`src/rtl/ptune_pkg.sv`:
```
package ptune_pkg;

    localparam int COST_W = 32;

    typedef logic [COST_W-1:0] cost_t;

    typedef enum logic [1:0] {
        STEP_BASE  = 2'd0,
        STEP_LOWER = 2'd1,
        STEP_UPPER = 2'd2,
        STEP_FINAL = 2'd3
    } step_e;

    typedef enum logic [1:0] {
        PICK_BASE  = 2'd0,
        PICK_LOWER = 2'd1,
        PICK_UPPER = 2'd2
    } pick_e;

    typedef struct packed {
        logic  valid;
        cost_t cost;
    } cand_t;

    // Candidate a strictly beats b: a was measured and is cheaper,
    // or b was never measured.
    function automatic logic strictly_beats(cand_t a, cand_t b);
        return a.valid && (!b.valid || (a.cost < b.cost));
    endfunction

endpackage

```
`src/rtl/ptune_cost_sum.sv`:
```
module ptune_cost_sum
    import ptune_pkg::*;
#(
    parameter int MISS_W = 32
) (
    input  logic [MISS_W-1:0] cnt_a,
    input  logic [MISS_W-1:0] cnt_b,
    output cost_t             total
);
    localparam int WIDE_W = (MISS_W > COST_W ? MISS_W : COST_W) + 1;

    logic [WIDE_W-1:0] wide_sum;
    logic              over;

    always_comb begin
        wide_sum = WIDE_W'(cnt_a) + WIDE_W'(cnt_b);
        over     = (wide_sum > WIDE_W'({COST_W{1'b1}}));
        total    = over ? {COST_W{1'b1}} : wide_sum[COST_W-1:0];
    end
endmodule

```
`src/rtl/ptune_cand_store.sv`:
```
module ptune_cand_store
    import ptune_pkg::*;
(
    input  logic  clk,
    input  logic  rst,
    input  logic  wr_en,
    input  pick_e wr_slot,
    input  cost_t wr_cost,
    output cand_t view_base,
    output cand_t view_lower,
    output cand_t view_upper
);
    cand_t slot_q [3];
    cand_t slot_d [3];

    // Next-state view: a write to the base slot opens a new round,
    // so both neighbour slots fall back to unmeasured.
    always_comb begin
        for (int i = 0; i < 3; i++) begin
            slot_d[i] = slot_q[i];
        end
        if (wr_en) begin
            if (wr_slot == PICK_BASE) begin
                slot_d[PICK_LOWER] = '{valid: 1'b0, cost: '0};
                slot_d[PICK_UPPER] = '{valid: 1'b0, cost: '0};
            end
            slot_d[wr_slot] = '{valid: 1'b1, cost: wr_cost};
        end
    end

    generate
        for (genvar g = 0; g < 3; g++) begin : g_slot
            always_ff @(posedge clk) begin
                if (rst) begin
                    slot_q[g] <= '{valid: 1'b0, cost: '0};
                end else begin
                    slot_q[g] <= slot_d[g];
                end
            end
        end
    endgenerate

    assign view_base  = slot_d[PICK_BASE];
    assign view_lower = slot_d[PICK_LOWER];
    assign view_upper = slot_d[PICK_UPPER];
endmodule

```
`src/rtl/ptune_select.sv`:
```
module ptune_select
    import ptune_pkg::*;
(
    input  cand_t c_base,
    input  cand_t c_lower,
    input  cand_t c_upper,
    output pick_e winner,
    output cost_t win_cost
);
    cand_t best;

    // Visiting order sets tie priority: base, then lower, then upper.
    always_comb begin
        winner = PICK_BASE;
        best   = c_base;
        if (strictly_beats(c_lower, best)) begin
            winner = PICK_LOWER;
            best   = c_lower;
        end
        if (strictly_beats(c_upper, best)) begin
            winner = PICK_UPPER;
            best   = c_upper;
        end
        win_cost = best.cost;
    end
endmodule

```
`src/rtl/ptune_seq.sv`:
```
module ptune_seq
    import ptune_pkg::*;
#(
    parameter  int TOTAL_UNITS = 16,
    parameter  int MIN_UNITS   = 1,
    localparam int QW          = $clog2(TOTAL_UNITS + 1)
) (
    input  logic          clk,
    input  logic          rst,
    input  logic          epoch_end,
    input  pick_e         winner,
    output logic          wr_en,
    output pick_e         wr_slot,
    output logic [QW-1:0] quota_a,
    output logic          settled
);
    localparam logic [QW-1:0] START_Q = QW'(TOTAL_UNITS / 2);
    localparam logic [QW-1:0] LOW_Q   = QW'(MIN_UNITS);
    localparam logic [QW-1:0] HIGH_Q  = QW'(TOTAL_UNITS - MIN_UNITS);

    step_e         step_q, step_d;
    logic [QW-1:0] base_q, base_d;
    logic [QW-1:0] quota_q, quota_d;
    logic          lower_ok, upper_ok, decide;

    assign lower_ok = (base_q > LOW_Q);
    assign upper_ok = (base_q < HIGH_Q);

    always_comb begin
        wr_en   = epoch_end && (step_q != STEP_FINAL);
        wr_slot = PICK_BASE;
        case (step_q)
            STEP_LOWER: wr_slot = PICK_LOWER;
            STEP_UPPER: wr_slot = PICK_UPPER;
            default:    wr_slot = PICK_BASE;
        endcase
    end

    always_comb begin
        step_d  = step_q;
        base_d  = base_q;
        quota_d = quota_q;
        decide  = 1'b0;
        if (epoch_end) begin
            case (step_q)
                STEP_BASE: begin
                    if (lower_ok) begin
                        step_d  = STEP_LOWER;
                        quota_d = base_q - 1'b1;
                    end else if (upper_ok) begin
                        step_d  = STEP_UPPER;
                        quota_d = base_q + 1'b1;
                    end else begin
                        decide = 1'b1;
                    end
                end
                STEP_LOWER: begin
                    if (upper_ok) begin
                        step_d  = STEP_UPPER;
                        quota_d = base_q + 1'b1;
                    end else begin
                        decide = 1'b1;
                    end
                end
                STEP_UPPER: decide = 1'b1;
                default: ;
            endcase
        end
        if (decide) begin
            case (winner)
                PICK_LOWER: begin
                    base_d  = base_q - 1'b1;
                    quota_d = base_q - 1'b1;
                    step_d  = STEP_BASE;
                end
                PICK_UPPER: begin
                    base_d  = base_q + 1'b1;
                    quota_d = base_q + 1'b1;
                    step_d  = STEP_BASE;
                end
                default: begin
                    quota_d = base_q;
                    step_d  = STEP_FINAL;
                end
            endcase
        end
    end

    always_ff @(posedge clk) begin
        if (rst) begin
            step_q  <= STEP_BASE;
            base_q  <= START_Q;
            quota_q <= START_Q;
        end else begin
            step_q  <= step_d;
            base_q  <= base_d;
            quota_q <= quota_d;
        end
    end

    assign quota_a = quota_q;
    assign settled = (step_q == STEP_FINAL);

    assert_quota_range_R2: assert property (@(posedge clk) disable iff (rst)
        (quota_q >= LOW_Q) && (quota_q <= HIGH_Q));

    assert_quota_hold_R8: assert property (@(posedge clk) disable iff (rst)
        !epoch_end |=> $stable(quota_q));

    assert_lower_trial_R3: assert property (@(posedge clk) disable iff (rst)
        (step_q == STEP_BASE && epoch_end && lower_ok) |=> (quota_q == $past(base_q) - 1'b1));

    assert_skip_lower_R4: assert property (@(posedge clk) disable iff (rst)
        (step_q == STEP_BASE && epoch_end && !lower_ok && upper_ok) |=> (step_q == STEP_UPPER));

    assert_settle_sticky_R7: assert property (@(posedge clk) disable iff (rst)
        settled |=> (settled && $stable(quota_q)));

    assert_settle_at_base_R7: assert property (@(posedge clk) disable iff (rst)
        $rose(settled) |-> (quota_q == base_q));

    assert_fresh_round_R9: assert property (@(posedge clk) disable iff (rst)
        (decide && winner != PICK_BASE) |=> (step_q == STEP_BASE));
endmodule

```
`src/rtl/partition_tuner.sv`:
```
module partition_tuner
    import ptune_pkg::*;
#(
    parameter  int TOTAL_UNITS = 16,
    parameter  int MIN_UNITS   = 1,
    parameter  int MISS_W      = 32,
    localparam int QW          = $clog2(TOTAL_UNITS + 1)
) (
    input  logic              clk,
    input  logic              rst,
    input  logic              epoch_end,
    input  logic [MISS_W-1:0] miss_c0,
    input  logic [MISS_W-1:0] miss_c1,
    output logic [QW-1:0]     quota_c0,
    output logic [QW-1:0]     quota_c1,
    output logic              done
);
    cost_t epoch_cost;
    cand_t v_base, v_lower, v_upper;
    pick_e winner;
    cost_t win_cost;
    logic  wr_en;
    pick_e wr_slot;
    logic [QW-1:0] q_a;

    ptune_cost_sum #(.MISS_W(MISS_W)) u_cost (
        .cnt_a (miss_c0),
        .cnt_b (miss_c1),
        .total (epoch_cost)
    );

    ptune_cand_store u_store (
        .clk        (clk),
        .rst        (rst),
        .wr_en      (wr_en),
        .wr_slot    (wr_slot),
        .wr_cost    (epoch_cost),
        .view_base  (v_base),
        .view_lower (v_lower),
        .view_upper (v_upper)
    );

    ptune_select u_select (
        .c_base   (v_base),
        .c_lower  (v_lower),
        .c_upper  (v_upper),
        .winner   (winner),
        .win_cost (win_cost)
    );

    ptune_seq #(.TOTAL_UNITS(TOTAL_UNITS), .MIN_UNITS(MIN_UNITS)) u_seq (
        .clk       (clk),
        .rst       (rst),
        .epoch_end (epoch_end),
        .winner    (winner),
        .wr_en     (wr_en),
        .wr_slot   (wr_slot),
        .quota_a   (q_a),
        .settled   (done)
    );

    assign quota_c0 = q_a;
    assign quota_c1 = QW'(TOTAL_UNITS) - q_a;

    assert_cost_floor_R5: assert property (@(posedge clk) disable iff (rst)
        epoch_end |-> ((COST_W'(miss_c0) <= epoch_cost) && (COST_W'(miss_c1) <= epoch_cost)));

    assert_winner_cheapest_R6: assert property (@(posedge clk) disable iff (rst)
        epoch_end |-> ((!v_lower.valid || win_cost <= v_lower.cost) &&
                       (!v_upper.valid || win_cost <= v_upper.cost) &&
                       (win_cost <= v_base.cost)));
endmodule

```
`config.mk`:
```
export PLATFORM = sky130hd
export DESIGN_NAME = partition_tuner
export DESIGN_NICKNAME = d
export VERILOG_FILES = /design/src/rtl/ptune_pkg.sv /design/src/rtl/ptune_cost_sum.sv /design/src/rtl/ptune_cand_store.sv /design/src/rtl/ptune_select.sv /design/src/rtl/ptune_seq.sv /design/src/rtl/partition_tuner.sv
export SDC_FILE = /design/constraint.sdc
export NUM_CORES = 1
export LEC_CHECK = 0
export BUFFER_PORTS_ARGS = -buffer_cell sky130_fd_sc_hd__buf_2
export CAP_MARGIN = 5
export CORE_ASPECT_RATIO = 1.5
export CORE_UTILIZATION = 30
export CTS_BUF_LIST = sky130_fd_sc_hd__clkbuf_4 sky130_fd_sc_hd__clkbuf_8 sky130_fd_sc_hd__clkbuf_16
export DETAILED_ROUTE_END_ITERATION = 7
export GPL_TIMING_DRIVEN = 0
export PLACE_DENSITY = 0.51
export SETUP_SLACK_MARGIN = 0.15
export SYNTH_ARGS = -nofsm -noshare
export SYNTH_HDL_FRONTEND = slang
export SYNTH_SLANG_ARGS = --single-unit
```
`constraint.sdc`:
```
create_clock -name clk -period 20.1 [get_ports clk]
set_clock_uncertainty 0.1 [all_clocks]
set_input_delay 4.02 -clock clk [delete_from_list [all_inputs] [get_ports clk]]
set_output_delay 4.02 -clock clk [all_outputs]
set_load 0.05 [all_outputs]
```
=== Word level (Yosys, flattened, before mapping) ===
Memory sizes are Yosys's and may differ from the RTL's.
Index checks and enable logic that the tools add are counted.

* Flip-flop bits (word level): 12
* RAM bits: 99
* Input port bits: 67
* Output and inout bits: 11
* Logic and storage cells: 72
* Memories kept: 1

* $add $sub $neg: 4
* $lt $le $gt $ge: 7
* Eq/ne operators: 6
* Muxes and demuxes: 33
* Bitwise logic cells: 4
* Reduce and logical (&&, ||, !) cells: 14

{| class="wikitable"
|+ Memories
! memory !! words !! bits a word !! rd ports !! clocked after memory_dff !! write ports !! RTL line !! source
|-
| u_store.slot_q || 3 || 33 || 3 || 0 || 3 || ptune_cand_store.sv:13 || <nowiki>cand_t slot_q [3];</nowiki>
|}

{| class="wikitable"
|+ Operator list
! kind !! number
|-
| $mux 33 || 5
|-
| $mux 66 || 2
|-
| $bwmux 99 || 1
|-
| $mux 99 || 1
|-
| $demux 33 s2 || 1
|-
| $lt 32x32->1 || 2
|-
| $add 32x32->33 || 1
|-
| $gt 33x32->1 const B || 1
|-
| $mux 32 || 1
|-
| $mux 5 || 4
|-
| $pmux 5 s2 || 2
|-
| $mux 2 || 6
|-
| $pmux 2 s2 || 2
|-
| $mux 1 || 7
|-
| $eq 2x2->1 const B || 3
|-
| $add 5x1->5 const B || 1
|-
| $gt 5x1->1 const B || 1
|-
| $lt 5x4->1 const B || 1
|-
| $sub 5x1->5 const B || 1
|-
| $sub 5x5->5 const A || 1
|-
| $eq 2x1->1 const B || 2
|-
| $logic_and 1x1->1 || 4
|-
| $logic_not 2->1 || 2
|-
| $ge 3x3->1 const B || 1
|-
| other kinds (11) || 15
|}

=== Longest topological paths before layout ===
* Depth in word-level cells: 21
* Gate-level depth with buffers: 41
* Depth with buffers taken out: 38

=== Hierarchy ===
A second synthesis with hierarchy kept.

* Cell total of the unflattened synthesis: 1220
* Area, all modules: 9758.1 um^2

{| class="wikitable"
|+ By module, submodules not included
! module !! instances !! cells an instance !! area each (um^2) !! seq. area each (um^2)
|-
| ptune_cand_store || 1 || 471 || 4220.3 || 1981.9
|-
| ptune_select || 1 || 299 || 2336.0 || 0.0
|-
| ptune_cost_sum || 1 || 314 || 2090.8 || 0.0
|-
| ptune_seq || 1 || 127 || 1034.7 || 240.2
|-
| partition_tuner || 1 || 9 || 76.3 || 0.0
|}

=== Worst setup path after synthesis ===
Ideal clock, no wire load.

* Path type: input to register
* From: input port miss_c0[1]
* To: register u_seq.base_q[1]
* Library setup time: 0.132 ns
* Arrival time: 11.333 ns
* Required time: 19.868 ns
* Setup slack: 8.535 ns
* Cell stages on the path: 41
* Buffers on the path: 3
* Cell sequence: ha_1 -> a21o_1 -> a21oi_1 -> o21bai_1 -> a2111oi_1 -> o31ai_1 -> a31oi_1 -> a2111oi_1 -> a211oi_1 -> xnor2_1 -> nor2_1 -> a21oi_1 -> inv_1 -> ha_1 -> a21oi_1 -> nor2b_1 -> o21ai_0 -> o211ai_1 -> [5 not listed] -> buf_2 -> buf_1 -> nand2_1 -> o21ai_0 -> ha_1 -> a21o_1 -> a21o_1 -> a21o_1 -> a21o_1 -> a21oi_1 -> o211ai_1 -> a221oi_1 -> inv_1 -> o31ai_4 -> o21ba_1 -> buf_6 -> a32oi_1 -> a21oi_1

* Cells in the longest elaborated chain, start to end: 15
* Elaborated cells between the ends (all ways): 18
* Classes of those cells: add/sub (1); order compare (3); eq/ne (2); mux (7); reduce/logical (5)

{| class="wikitable"
|+ RTL lines
! element !! RTL line !! source
|-
| from (decl) || partition_tuner.sv:12 || <nowiki>input logic [MISS_W-1:0] miss_c0,</nowiki>
|-
| $add 32x32->33 (*) || ptune_cost_sum.sv:16 || <nowiki>wide_sum = WIDE_W'(cnt_a) + WIDE_W'(cnt_b);</nowiki>
|-
| $gt 33x32->1 || ptune_cost_sum.sv:17 || <nowiki>over = (wide_sum > WIDE_W'({COST_W{1'b1}}));</nowiki>
|-
| $mux 32 (*) || ptune_cost_sum.sv:18 || <nowiki>total = over ? {COST_W{1'b1}} : wide_sum[COST_W-1:0];</nowiki>
|-
| $bwmux 99 (*) || ptune_cand_store.sv:27 || <nowiki>slot_d[wr_slot] = '{valid: 1'b1, cost: wr_cost};</nowiki>
|-
| $mux 99 (*) || ptune_cand_store.sv:22 || <nowiki>if (wr_en) begin</nowiki>
|-
| $lt 32x32->1 || ptune_pkg.sv:28 || <nowiki>return a.valid && (!b.valid || (a.cost < b.cost));</nowiki>
|-
| $logic_or 1x1->1 || ptune_pkg.sv:28 ||
|-
| $logic_and 1x1->1 || ptune_pkg.sv:28 ||
|-
| $mux 33 || ptune_select.sv:16 || <nowiki>if (strictly_beats(c_lower, best)) begin</nowiki>
|-
| $lt 32x32->1 or $logic_not 1->1 (tied branches) || ptune_pkg.sv:28 ||
|-
| $logic_or 1x1->1 || ptune_pkg.sv:28 ||
|-
| $logic_and 1x1->1 || ptune_pkg.sv:28 ||
|-
| $mux 2 (*) || ptune_select.sv:20 || <nowiki>if (strictly_beats(c_upper, best)) begin</nowiki>
|-
| $eq 2x2->1 or $eq 2x1->1 (tied branches) || ptune_seq.sv:70 || <nowiki>case (winner)</nowiki>
|-
| $pmux 5 s2 (*) || n/a ||
|-
| to (signal assigned) || ptune_seq.sv:96 || <nowiki>base_q <= base_d;</nowiki>
|-
| to (decl) || ptune_seq.sv:22 || <nowiki>logic [QW-1:0] base_q, base_d;</nowiki>
|}

Every way passes the cells marked *; elsewhere a longest branch is shown, timed or not.
A chain may end at the register's enable or synchronous reset.

==> metrics <==
Reg clk slew, reported paths=80 ps; fill cell count=2920; CP delay by family, top=compound AO/OA/AOI/OAI gates; max_cap viols=0; status=complete, but fails checks; Site Rows=74; TritonRoute pass-1 iters=7; Gate power share=0.636; Synth top cells by count=nor2_1, dfxtp_1, nand2_1, ha_1, o21ai_0; synthesis-to-layout area growth=13.5%; syn_nets=1250; Syn Std Cell Area=8400 um2; CP Class=in -> reg; max incr delay on CP=750 ps; worst vdd ir=0.0618 mV; Total GRT Usage=0.205; # IOs=78; DP Wirelength=22300 um; Syn Inst Count=1082; Pins Over Slew Limit=0; worst reg-to-reg path cell count=36; clock power share=0.152; initial core utilization=0.306; CTS tree=built; cell-internal power=660 uW; Worst-Margin Slew=1030 ps; Leak=4.27 nW; CP Depth=40; critical path's most frequent cell=a21o_1; NetSw=666 uW; Post-CTS Hold Fix Bufs=0; H-tree Lvls=3; post-synth top area cell=dfxtp_1; Synth Flop Type=dfxtp_1; critical path startpoint category=primary input; Reg area=2220 um2; number of port buffers=77; area of the multi-input gates=5840 um2; largest net degree at the start of global routing=17; most common cell in the synthesized netlist=nor2_1; Reg2Reg Capture Point=u_seq.quota_a[3]$_SDFFE_PP1P_; synth top area cells=dfxtp_1, ha_1, nor2_1; area share of the largest cell type after synthesis=0.265; min-delay worst type=reg -> reg; Setup Buffers After CTS=0; Slew headroom=0.310; hold path start=u_store.slot_q[2][2]$_SDFF_PP0_; RD Place Congestion=0.886; upper clock frequency limit=72.4 MHz; Power, Total=1.33 mW; WL per Instance=19.0 um; CTS root buf=clkbuf_16; DRT iter0 DRCs=456; Yosys cell types=76; Nets=1338; Buf/Inv on CP=4; Reg power frac=0.212; Die X=139 um; first-pass GRT wire length=44800 um; Pwr Density=139 nW/um2; Tcrit/Tclk final=0.687; failing checks=design-rule violations; Worst EP required=20280 ps; Clock Path Buffers=2; die height=207 um; vias in the first global route=7996; initial antenna violation count=0; ys async rst share=0; Synth Area per Inst=7.76 um2; clk_lat worst skew=380 ps; antenna diode count=0; crit-path max FO=10; Inserted Clock Buffers=9; post-route ant nets=0; routed vias=8207; launch point of the worst reg-to-reg path=u_seq.step_q[1]$_SDFFE_PP0P_; Reg2Reg Setup Slack=10540 ps; sw frac=0.502; hold endpoint=u_store.slot_q[2][2]$_SDFF_PP0_; layout cells sized above 1=0.100; Seq/Total Area, Yosys=0.265; CP Capture Type=register; Sum Neg Setup Slack=0 ps; worst hold stages=2; #FFs+latches synth=111; WL final=28800 um; Final setup viols=0; cts repair resizes=0; RSZ-0062 raised after global routing=false; Final min period=13820 ps; # clock sinks=111; Remaining DRCs=8; warnings from Yosys=0; GRT overflow=0; Slowest cell on crit path=o31ai_1; Post-synth EDFFs=0; CP arrival=14000 ps; final hold vios=0; die area=28700 um2; core area=27400 um2; DR vias/cell=5.41
==> state kept, by name, indices dropped and copies added, names as in the netlist <==
name	flops
u_seq.base_q	5
u_seq.quota_a	5
u_seq.step_q	2
u_store.slot_q	99
==> power groups by stage <==
stage                     combinational (mW)  sequential [mW]  clock, mW
after floorplan                        0.575            0.294          0
after global placement                 0.834            0.285          0
after detailed placement               0.836            0.286          0
after CTS                              0.842            0.281      0.204
after global routing                   0.927            0.286      0.211
final                                  0.844            0.281      0.201
==> worst reg2reg max path: cells and delay by family, from the launching register on <==
kind | cells | cell delay [ps]
buf+inv | 7 | 2540
flops | 1 | 350
compound gates | 18 | 4110
fa+ha+maj | 3 | 910
simple gates | 8 | 1470
==> kinds of logic (layout without fill, tap and decap cells) <==
logic type	count (synthesis)	after routing	synth area share
compound gates	335	335	0.262
xor+xnor	31	31	0.0323
mux	13	13	0.0155
fa+ha+maj	101	101	0.151
buf+inv	82	175	0.0402
simple gates	409	409	0.234
flops	111	111	0.265
==> layout make-up <==
type	instances	share of cell area
plain buffers	57	0.0256
clock buffers	14	0.0295
clock inverters	2	0.00394
inverters	25	0.00985
multi-input cells	889	0.612
flip-flops and latches	111	0.233
well taps	342	0.0449
repair buffers	77	0.0404
==> worst max-delay path by stage <==
stage                     startpoint                            end  slack, ps
after floorplan           miss_c0[1]   u_seq.base_q[1]$_SDFFE_PP0P_       8530
after global placement    miss_c0[1]   u_seq.base_q[3]$_SDFFE_PP1P_       5860
after detailed placement  miss_c1[1]   u_seq.base_q[3]$_SDFFE_PP1P_       5910
after CTS                 miss_c1[1]  u_seq.quota_a[3]$_SDFFE_PP1P_       6240
after global routing      miss_c0[1]  u_seq.quota_a[3]$_SDFFE_PP1P_       5750
final                     miss_c1[1]  u_seq.quota_a[3]$_SDFFE_PP1P_       6280
==> through the flow <==
stage          cells  cell area, um2   util  hold slack, ps  setup slack [ps]
5_1_grt         1517            9530  0.348             404              5750
6_report        1517            9530  0.348             385              6280
2_1_floorplan   1082            8400      -             353              8530
3_3_place_gp    1501            9210  0.336             367              5860
3_5_place_dp    1501            9210  0.336             373              5910
4_1_cts         1517            9530  0.348             385              6240
==> routing by layer <==
metal | global-route usage | up-vias | wire length (um)
met5 | 0 | - | 0
met4 | 0.0831 | 0 | 914
met3 | 0.0249 | 42 | 824
met2 | 0.396 | 180 | 15000
met1 | 0.227 | 3925 | 12000
li1 | - | 4060 | -
==> cell usage in the layout (no fill, tap or decap), drive strengths merged, types with 3 or more instances in the layout <==
cell	synthesis	routed
nor3	16	16
nor4	3	3
o22ai	4	4
a22oi	4	4
nor2	131	131
xnor2	21	21
a21oi	79	79
a22o	14	14
a211oi	7	7
dfxtp	111	111
a31oi	7	7
o221ai	3	3
a221oi	7	7
a2111oi	4	4
mux2i	13	13
and2	4	4
o21ai	97	97
o31a	3	3
o211ai	12	12
nor3b	3	3
a221o	3	3
a21o	45	45
nand4	18	18
o21bai	6	6
nand3	25	25
or3	5	5
ha	100	100
nand2	107	107
inv	25	25
nand2b	6	6
o21a	14	14
and3	7	7
clkbuf	41	55
xor2	10	10
o31ai	4	4
buf	16	93
nor2b	72	72
o2111ai	3	3
(Power assumes the default switching activity.)
